**config.mk**
```make
export PLATFORM = sky130hd
export DESIGN_NAME = rsqrt_est
export DESIGN_NICKNAME = d
export VERILOG_FILES = /design/src/rtl/rsqrt_pkg.sv /design/src/rtl/rsqrt_classify.sv /design/src/rtl/rsqrt_seed_rom.sv /design/src/rtl/rsqrt_assemble.sv /design/src/rtl/rsqrt_est.sv
export SDC_FILE = /design/constraint.sdc
export NUM_CORES = 1
export LEC_CHECK = 0
export BUFFER_PORTS_ARGS = -buffer_cell sky130_fd_sc_hd__buf_2
export CAP_MARGIN = 20
export CORE_MARGIN = 2
export CORE_UTILIZATION = 50
export CTS_CLUSTER_DIAMETER = 200
export DETAILED_ROUTE_END_ITERATION = 10
export MAX_ROUTING_LAYER = met4
export PLACE_DENSITY = 0.87
export RECOVER_POWER = 25
export SETUP_SLACK_MARGIN = 0.1
export SLEW_MARGIN = 10
export SYNTH_ARGS = -nofsm -noshare
export SYNTH_HDL_FRONTEND = slang
export SYNTH_SLANG_ARGS = --single-unit
```
**constraint.sdc**
```tcl
create_clock -name clk -period 2.8 [get_ports clk]
set_input_delay 0.28 -clock clk [delete_from_list [all_inputs] [get_ports clk]]
set_output_delay 0.28 -clock clk [all_outputs]
set_load 0.005 [all_outputs]
```
**src/rtl/rsqrt_pkg.sv**
```systemverilog
package rsqrt_pkg;

   typedef enum logic [2:0] {
      CLS_NORMAL,
      CLS_ZERO,
      CLS_POS_INF,
      CLS_NEGATIVE,
      CLS_QNAN,
      CLS_SNAN
   } rsqrt_cls_e;

   // Seed s = round(2^est_w / sqrt((q + 0.5) / scale)), exact integer search.
   // scale = 2^(frac_bits+2) for the low range, 2^(frac_bits+1) for the high range.
   // s is the largest k with (2k-1)^2 * (2q+1) <= 2^(2*est_w+3) * scale.
   function automatic longint seed_value(int est_w, int frac_bits, bit lo_range, int frac);
      longint d;
      longint lim;
      longint k;
      longint t;
      d   = 2 * ((longint'(1) << frac_bits) + longint'(frac)) + 1;
      lim = longint'(1) << (2 * est_w + 3 + frac_bits + (lo_range ? 2 : 1));
      k   = 0;
      for (int b = est_w; b >= 0; b--) begin
         t = k | (longint'(1) << b);
         if ((2 * t - 1) * (2 * t - 1) * d <= lim) k = t;
      end
      return k;
   endfunction

endpackage

```
**src/rtl/rsqrt_classify.sv**
```systemverilog
module rsqrt_classify #(
   parameter int EXP_W = 8,
   parameter int MAN_W = 23,
   localparam int DATA_W = 1 + EXP_W + MAN_W
) (
   input  logic [DATA_W-1:0]     op,
   output rsqrt_pkg::rsqrt_cls_e cls
);
   import rsqrt_pkg::*;

   logic             sign;
   logic [EXP_W-1:0] expf;
   logic [MAN_W-1:0] manf;

   assign sign = op[DATA_W-1];
   assign expf = op[DATA_W-2 -: EXP_W];
   assign manf = op[MAN_W-1:0];

   always_comb begin
      if (expf == '0) begin
         cls = CLS_ZERO;
      end else if (expf == '1) begin
         if (manf != '0)  cls = manf[MAN_W-1] ? CLS_QNAN : CLS_SNAN;
         else if (sign)   cls = CLS_NEGATIVE;
         else             cls = CLS_POS_INF;
      end else begin
         cls = sign ? CLS_NEGATIVE : CLS_NORMAL;
      end
   end
endmodule

```
**src/rtl/rsqrt_seed_rom.sv**
```systemverilog
module rsqrt_seed_rom #(
   parameter int FRAC_BITS = 7,
   parameter int EST_W     = 8,
   localparam int IDX_W    = FRAC_BITS + 1,
   localparam int DEPTH    = 1 << IDX_W
) (
   input  logic [IDX_W-1:0] idx,
   output logic [EST_W-1:0] seed
);
   import rsqrt_pkg::*;

   logic [EST_W-1:0] tbl [DEPTH];

   // Upper index bit selects the low (finer-step) range; the seed MSB is
   // always set, so only the EST_W bits beneath it are kept.
   for (genvar i = 0; i < DEPTH; i++) begin : g_entry
      localparam bit LO   = (i >= (DEPTH / 2));
      localparam int FRAC = i % (DEPTH / 2);
      assign tbl[i] = EST_W'(seed_value(EST_W, FRAC_BITS, LO, FRAC));
   end

   assign seed = tbl[idx];
endmodule

```
**src/rtl/rsqrt_assemble.sv**
```systemverilog
module rsqrt_assemble #(
   parameter int EXP_W = 8,
   parameter int MAN_W = 23,
   parameter int EST_W = 8,
   localparam int DATA_W = 1 + EXP_W + MAN_W
) (
   input  logic                  mode,
   input  logic                  sign,
   input  logic                  fix_small,
   input  rsqrt_pkg::rsqrt_cls_e cls,
   input  logic [EXP_W-1:0]      res_exp,
   input  logic [EST_W-1:0]      seed,
   output logic [DATA_W-1:0]     res,
   output logic                  inv,
   output logic                  dz
);
   import rsqrt_pkg::*;

   localparam logic [DATA_W-1:0] QNAN_W = {1'b0, {EXP_W{1'b1}}, 1'b1, {(MAN_W-1){1'b0}}};

   always_comb begin
      res = '0;
      inv = 1'b0;
      dz  = 1'b0;
      if (mode) begin
         if (fix_small) res = '1;
         else           res = {1'b1, seed, {(DATA_W-1-EST_W){1'b0}}};
      end else begin
         unique case (cls)
            CLS_NORMAL:   res = {1'b0, res_exp, seed, {(MAN_W-EST_W){1'b0}}};
            CLS_ZERO: begin
               res = {sign, {EXP_W{1'b1}}, {MAN_W{1'b0}}};
               dz  = 1'b1;
            end
            CLS_POS_INF:  res = '0;
            CLS_NEGATIVE: begin
               res = QNAN_W;
               inv = 1'b1;
            end
            CLS_QNAN:     res = QNAN_W;
            CLS_SNAN: begin
               res = QNAN_W;
               inv = 1'b1;
            end
            default:      res = QNAN_W;
         endcase
      end
   end
endmodule

```
**src/rtl/rsqrt_est.sv**
```systemverilog
module rsqrt_est #(
   parameter int EXP_W     = 8,
   parameter int MAN_W     = 23,
   parameter int FRAC_BITS = 7,
   parameter int EST_W     = 8,
   parameter int OUT_REG   = 1
) (
   input  logic        clk,
   input  logic        rst_n,
   input  logic        in_valid,
   input  logic        mode,
   input  logic [31:0] operand,
   output logic        out_valid,
   output logic [31:0] result,
   output logic        flag_invalid,
   output logic        flag_divzero
);
   import rsqrt_pkg::*;

   localparam int DATA_W = 1 + EXP_W + MAN_W;
   localparam int BIAS   = (1 << (EXP_W - 1)) - 1;
   localparam int EXP_SUM = 3 * BIAS - 1;
   localparam int IDX_W  = FRAC_BITS + 1;

   if (DATA_W != 32) begin : g_bad_width
      $error("rsqrt_est: EXP_W + MAN_W + 1 must equal the 32-bit port width");
   end
   if (EST_W < 4 || EST_W >= MAN_W) begin : g_bad_est
      $error("rsqrt_est: EST_W out of range");
   end
   if (FRAC_BITS < 3 || FRAC_BITS > 10 || FRAC_BITS > MAN_W) begin : g_bad_frac
      $error("rsqrt_est: FRAC_BITS out of range");
   end
   if (OUT_REG != 0 && OUT_REG != 1) begin : g_bad_reg
      $error("rsqrt_est: OUT_REG must be 0 or 1");
   end

   rsqrt_cls_e           cls;
   logic [EXP_W-1:0]     expf;
   logic [EXP_W+1:0]     exp_diff;
   logic [EXP_W-1:0]     res_exp;
   logic                 lo_range;
   logic [FRAC_BITS-1:0] frac;
   logic [EST_W-1:0]     seed;
   logic [DATA_W-1:0]    nxt_res;
   logic                 nxt_inv;
   logic                 nxt_dz;

   rsqrt_classify #(.EXP_W(EXP_W), .MAN_W(MAN_W)) u_cls (
      .op  (operand),
      .cls (cls)
   );

   assign expf     = operand[DATA_W-2 -: EXP_W];
   assign exp_diff = (EXP_W+2)'(EXP_SUM) - {2'b00, expf};
   assign res_exp  = EXP_W'(exp_diff >> 1);

   // Range and table window: float uses exponent parity and the top mantissa
   // bits; fixed mode uses bit 31 to pick the window under the leading one.
   always_comb begin
      if (mode) begin
         lo_range = ~operand[DATA_W-1];
         frac     = operand[DATA_W-1] ? operand[DATA_W-2 -: FRAC_BITS]
                                      : operand[DATA_W-3 -: FRAC_BITS];
      end else begin
         lo_range = operand[MAN_W];
         frac     = operand[MAN_W-1 -: FRAC_BITS];
      end
   end

   rsqrt_seed_rom #(.FRAC_BITS(FRAC_BITS), .EST_W(EST_W)) u_rom (
      .idx  ({lo_range, frac}),
      .seed (seed)
   );

   rsqrt_assemble #(.EXP_W(EXP_W), .MAN_W(MAN_W), .EST_W(EST_W)) u_asm (
      .mode      (mode),
      .sign      (operand[DATA_W-1]),
      .fix_small (operand[DATA_W-1 -: 2] == 2'b00),
      .cls       (cls),
      .res_exp   (res_exp),
      .seed      (seed),
      .res       (nxt_res),
      .inv       (nxt_inv),
      .dz        (nxt_dz)
   );

   if (OUT_REG == 1) begin : g_out_reg
      always_ff @(posedge clk) begin
         if (!rst_n) begin
            out_valid    <= 1'b0;
            result       <= '0;
            flag_invalid <= 1'b0;
            flag_divzero <= 1'b0;
         end else begin
            out_valid <= in_valid;
            if (in_valid) begin
               result       <= nxt_res;
               flag_invalid <= nxt_inv;
               flag_divzero <= nxt_dz;
            end
         end
      end
   end else begin : g_out_comb
      assign out_valid    = in_valid & rst_n;
      assign result       = rst_n ? nxt_res : '0;
      assign flag_invalid = rst_n & nxt_inv;
      assign flag_divzero = rst_n & nxt_dz;
   end
endmodule

```
==> results of run 1 <==
[repair_timing]
item	in CTS	in global routing
resized for setup	0	7
setup buffers	0	1
hold buffers	0	0
endpoints found under the setup margin	0	5
[per-stage QoR]
stage               hold WS, ps  setup TNS [ps]  std cells  setup slack [ps]
floorplan                   458               0        524               112
global placement            447           -37.1        707             -22.5
detailed placement          455           -43.0        707             -28.0
CTS                         379               0        711               229
global route                386               0        712              83.6
[routing by layer]
metal,global-route usage
met2,0.597
met1,0.457
met3,0.0434
met5,-
met4,0.132
[logic make-up after synthesis]
logic type / count (synthesis)
buf+inv: 86
flops: 21
mux: 17
fa+ha+maj: 13
xor+xnor: 9
simple gates: 152
compound gates: 226
[cell usage after synthesis (all sizes together) (4+ instances only)]
| cell | number | area [um^2] |
|---|---|---|
| nor4 | 8 | 71.3 |
| o21bai | 4 | 30.0 |
| nand2 | 42 | 158 |
| a22oi | 4 | 30.0 |
| nor3 | 11 | 55.1 |
| a311oi | 7 | 61.3 |
| buf | 50 | 333 |
| a2111oi | 4 | 35.0 |
| and2 | 4 | 25.0 |
| mux2i | 15 | 163 |
| a21o | 12 | 90.1 |
| o211ai | 11 | 82.6 |
| o21ai | 47 | 235 |
| nand3 | 13 | 65.1 |
| xnor2 | 7 | 61.3 |
| ha | 13 | 163 |
| inv | 14 | 55.1 |
| a221oi | 9 | 85.1 |
| o21a | 4 | 30.0 |
| a31oi | 13 | 81.3 |
| o221ai | 6 | 52.6 |
| a21oi | 43 | 223 |
| nand4 | 4 | 25.0 |
| a211oi | 23 | 173 |
| a221o | 4 | 40.0 |
| and3 | 4 | 25.0 |
| nor2 | 50 | 193 |
| dfxtp | 21 | 420 |
| o22ai | 7 | 43.8 |
| clkbuf | 22 | 83.8 |
==> results.md, run 1 <==
- Result of the run: stopped before the end
- Failed at: detailed routing
- Tool error: [ERROR DRT-0255] Maze Route cannot find path of net clk in worker of routeBox ( 48300 0 ) ( 88935 48300 ).
- YS warnings: 0
- Cell area after synthesis: 3610 um^2
- Die Height: 88.9 um
- Post-Syn Nets: 573
- Compound-Gate Fraction of Synth Area: 0.429
- Vias in the first global route: 4271
- Worst_ep kind: sequential cell input
- Initial antenna violation count: 0
- Synth Register Bits: 21
- DP HPWL: 10700 um
- Top Ports: 71
- Largest net degree at the start of global routing: 26
- Row cnt: 30
- Seq/Total Area, Yosys: 0.117
- Initial Util: 0.525
- Htree depth: 1
- Syn_area_per_cell: 6.88 um^2
- Adder and majority gate portion of the synthesized area: 0.0451
- Post-GRT worst EP: result[25]$_SDFFE_PN0P_/D
- Post-synth EDFFs: 0
- CTS max path bufs: 2
- First-pass GRT wire length: 21900 um
- Synth Area in Simple Gates: 0.205
- Root Driver: clkbuf_8
- Area after DPL: 4380 um^2
- DIE WIDTH: 88.9 um
- Mux cell area share after synthesis: 0.0513
- Post-synth ARST share: 0
- XOR/XNOR Fraction of Synth Area: 0.0219
- Combinational family with the most area after synthesis: compound AO/OA/AOI/OAI gates
- Synth Flop Type: dfxtp_1
- GR Util All Layers: 0.362
- CTS buffer count: 3
- Unique masters post-synth: 75
- Grt ovf: 0
- # clock sinks: 21
- Synth Instances: 524
- Port bufs: 70
- Placer Congestion: 1.07
==> run 2, diff against run 1 <==
Settings changed: CORE_UTILIZATION 50 to 35, CTS_CLUSTER_DIAMETER 200 to unset, MAX_ROUTING_LAYER met4 to unset, PLACE_DENSITY 0.87 to unset, PLACE_DENSITY_LB_ADDON set to 0.15, SETUP_SLACK_MARGIN 0.1 to unset.
Clock period 2.8 ns to 3.6 ns, I/O delays scaled along.
==> results.md, run 2 <==
- Top-count cell post-synth: nor2_1
- WS Path Type: input port to flip-flop
- Global-route met2 utilization: 0.392 (-0.205)
- Root Driver: clkbuf_8
- # setup viols final: 0
- Final Critical Period: 3130 ps
- Synth-to-Final Area Change: 10.2%
- Synth Register Bits: 21 (unchanged)
- Area contributors post-synth: dfxtp_1, o21ai_0, a21oi_1
- WL per Instance: 20.2 um
- CTS tree: built
- Core box area: 10200 um^2
- Area leader, netlist: dfxtp_1
- Final WS setup: 470 ps
- RSZ-0062 raised after global routing: false
- Die Height: 106 um (+19%)
- Vias/cell: 6.37
- Worst skew pair latency: 260 ps
- Post_cts resized: 0 (unchanged)
- Syn_area_per_cell: 6.88 um^2 (unchanged)
- Largest net degree at the start of global routing: 42 (+62%)
- Unique masters post-synth: 75 (unchanged)
- CTS buffer count: 3 (unchanged)
- Final WL: 13900 um
- Placed cell count: 684 (-3.3%)
- Share of cells above drive strength 1: 0.205
- Result of the run: finished clean
- Nets: 602
- CP max FO: 14
- CTS max path bufs: 2 (unchanged)
- YS warnings: 0 (unchanged)
- Post-Syn Nets: 573 (unchanged)
- Leak pwr: 1.66 nW
- Data arrival, critical path: 3340 ps
- Post-synth ARST share: 0 (unchanged)
- Most frequent cells in the layout: buf_2, nor2_1, o21ai_0, nand2_1, a21oi_1
- Cell area after synthesis: 3610 um^2 (unchanged)
- Peak VDD IR: 0.100 mV
- Utilization after layout: 0.390
- Initial antenna violation count: 0 (unchanged)
- Iter 0 DRT Violations: 443
- Post-synth EDFFs: 0 (unchanged)
- Hold Crit Class: input port to flip-flop
- Grt ovf: 0 (unchanged)
- # hold bufs at CTS: 0 (unchanged)
- Largest register by flop count: result
- Placer Congestion: 0.945 (-11%)
- Final setup skew: 0 ps
- Vias in the first global route: 4034 (-5.5%)
- Fmax: 320 MHz
- Synth Flop Type: dfxtp_1
- Top Ports: 71 (unchanged)
- Leading cell types by count after synthesis: nor2_1, o21ai_0, nand2_1, a21oi_1, a211oi_1
- ANT nets after route: 0
- Sum Neg Setup Slack: 0 ps
- Row cnt: 37 (+23%)
- Place WS: 278 ps (+306 ps)
- Gr busiest metal: met2
- Crit path required time: 3810 ps
- Initial Util: 0.354 (-0.171)
- MaxCap Viol Count: 0
- DIE WIDTH: 106 um (+19%)
- CP Launch Type: input port
- Setup bufs post-CTS: 0 (unchanged)
- First-pass GRT wire length: 21800 um (-0.60%)
- Pre-antenna DRT Iters: 5
- DRC violations left: 0
- Port bufs: 70 (unchanged)
- Reg clk slew, reported paths: 80 ps
- Finished Layout Cells: 688
- # clock sinks: 21 (unchanged)
- Antenna diodes: 0
- Synth Instances: 524 (unchanged)
- Htree depth: 1 (unchanged)
- WHS: 453 ps
- Commonest non-fill, non-tap cell in the layout: buf_2
- GR Util All Layers: 0.242 (-0.121)
- Seq/Total Area, Yosys: 0.117 (unchanged)
- Total number of vias: 4383
- Die area: 11100 um^2
- Top cell type's share of synthesized area: 0.117 (unchanged)
- P per Cell Area: 271 nW/um^2
- DP HPWL: 10300 um (-4.2%)
- Hold Vio Cnt, Final: 0
- Max FFs per register: 18
- Crit path capture type: flip-flop
- Relative slew slack: 0.380
- Slew @ Worst Pin: 922 ps
- Met3 Use GR: 0.0266 (-0.0168)
- Final period utilization: 0.869
- GR Util met1: 0.334 (-0.123)
- Slew Limit Fails: 0
[run 2: final cells by class]
type | instances | area [um^2]
multi-input cells | 417 | 2720
flip-flops and latches | 21 | 420
well taps | 136 | 170
repair buffers | 96 | 568
fillers | 1098 | 6210
clock inverters | 1 | 5.00
clock buffers | 3 | 41.3
inverters | 14 | 55.1
[run 2: routing by layer]
| layer | vias up | share of wire | wire length [um] |
|---|---|---|---|
| li1 | 2045 | - | - |
| met1 | 2070 | 0.43 | 5990 |
| met2 | 232 | 0.46 | 6360 |
| met3 | 36 | 0.083 | 1150 |
| met4 | 0 | 0.028 | 385 |
| met5 | - | 0 | 0 |
[run 2: critical path, stage by stage]
cell and delay [ps]:
buf_2 260, mux2i_1 120, a21o_1 200, buf_4 200
ha_1 450, buf_4 240, o22ai_1 90, a2111oi_0 800
a211o_1 180, a41o_1 250, a311o_1 180
[run 2: final timing paths]
check               startpoint            to  slack (ps)  depth (start not counted)
hold reg to reg   flag_invalid  flag_invalid         470                          2
setup / recovery   operand[25]    result[16]         470                         11
hold / removal           rst_n    result[22]         450                          2
setup reg to reg    result[23]    result[23]        2720                          3
[run 2: cell families after synthesis]
logic type	share of synthesized area
AOI/OAI and AO/OA	0.429
and+or+nand+nor	0.205
muxes	0.0513
xor gates and xnor gates	0.0219
adders and majority gates	0.0451
DFF	0.117
buffers and inverters	0.131
[run 2: stage by stage]
step	total power, mW	cell area (um^2)
finish	1.08	3980
global route	1.15	3980
detailed placement	0.906	3930
floorplan	0.712	3610
CTS	1.07	3980
global placement	0.909	3930
[run 2: report_power, final]
part           total, mW  internal [mW]  switching (mW)  leakage (nW)
Clock              0.156         0.0773          0.0792        0.0255
Combinational      0.661          0.240           0.421          1.46
Sequential         0.259          0.249         0.00948         0.173
Total               1.08          0.567           0.509          1.66
No activity file was read; power rests on OpenSTA's default activity.
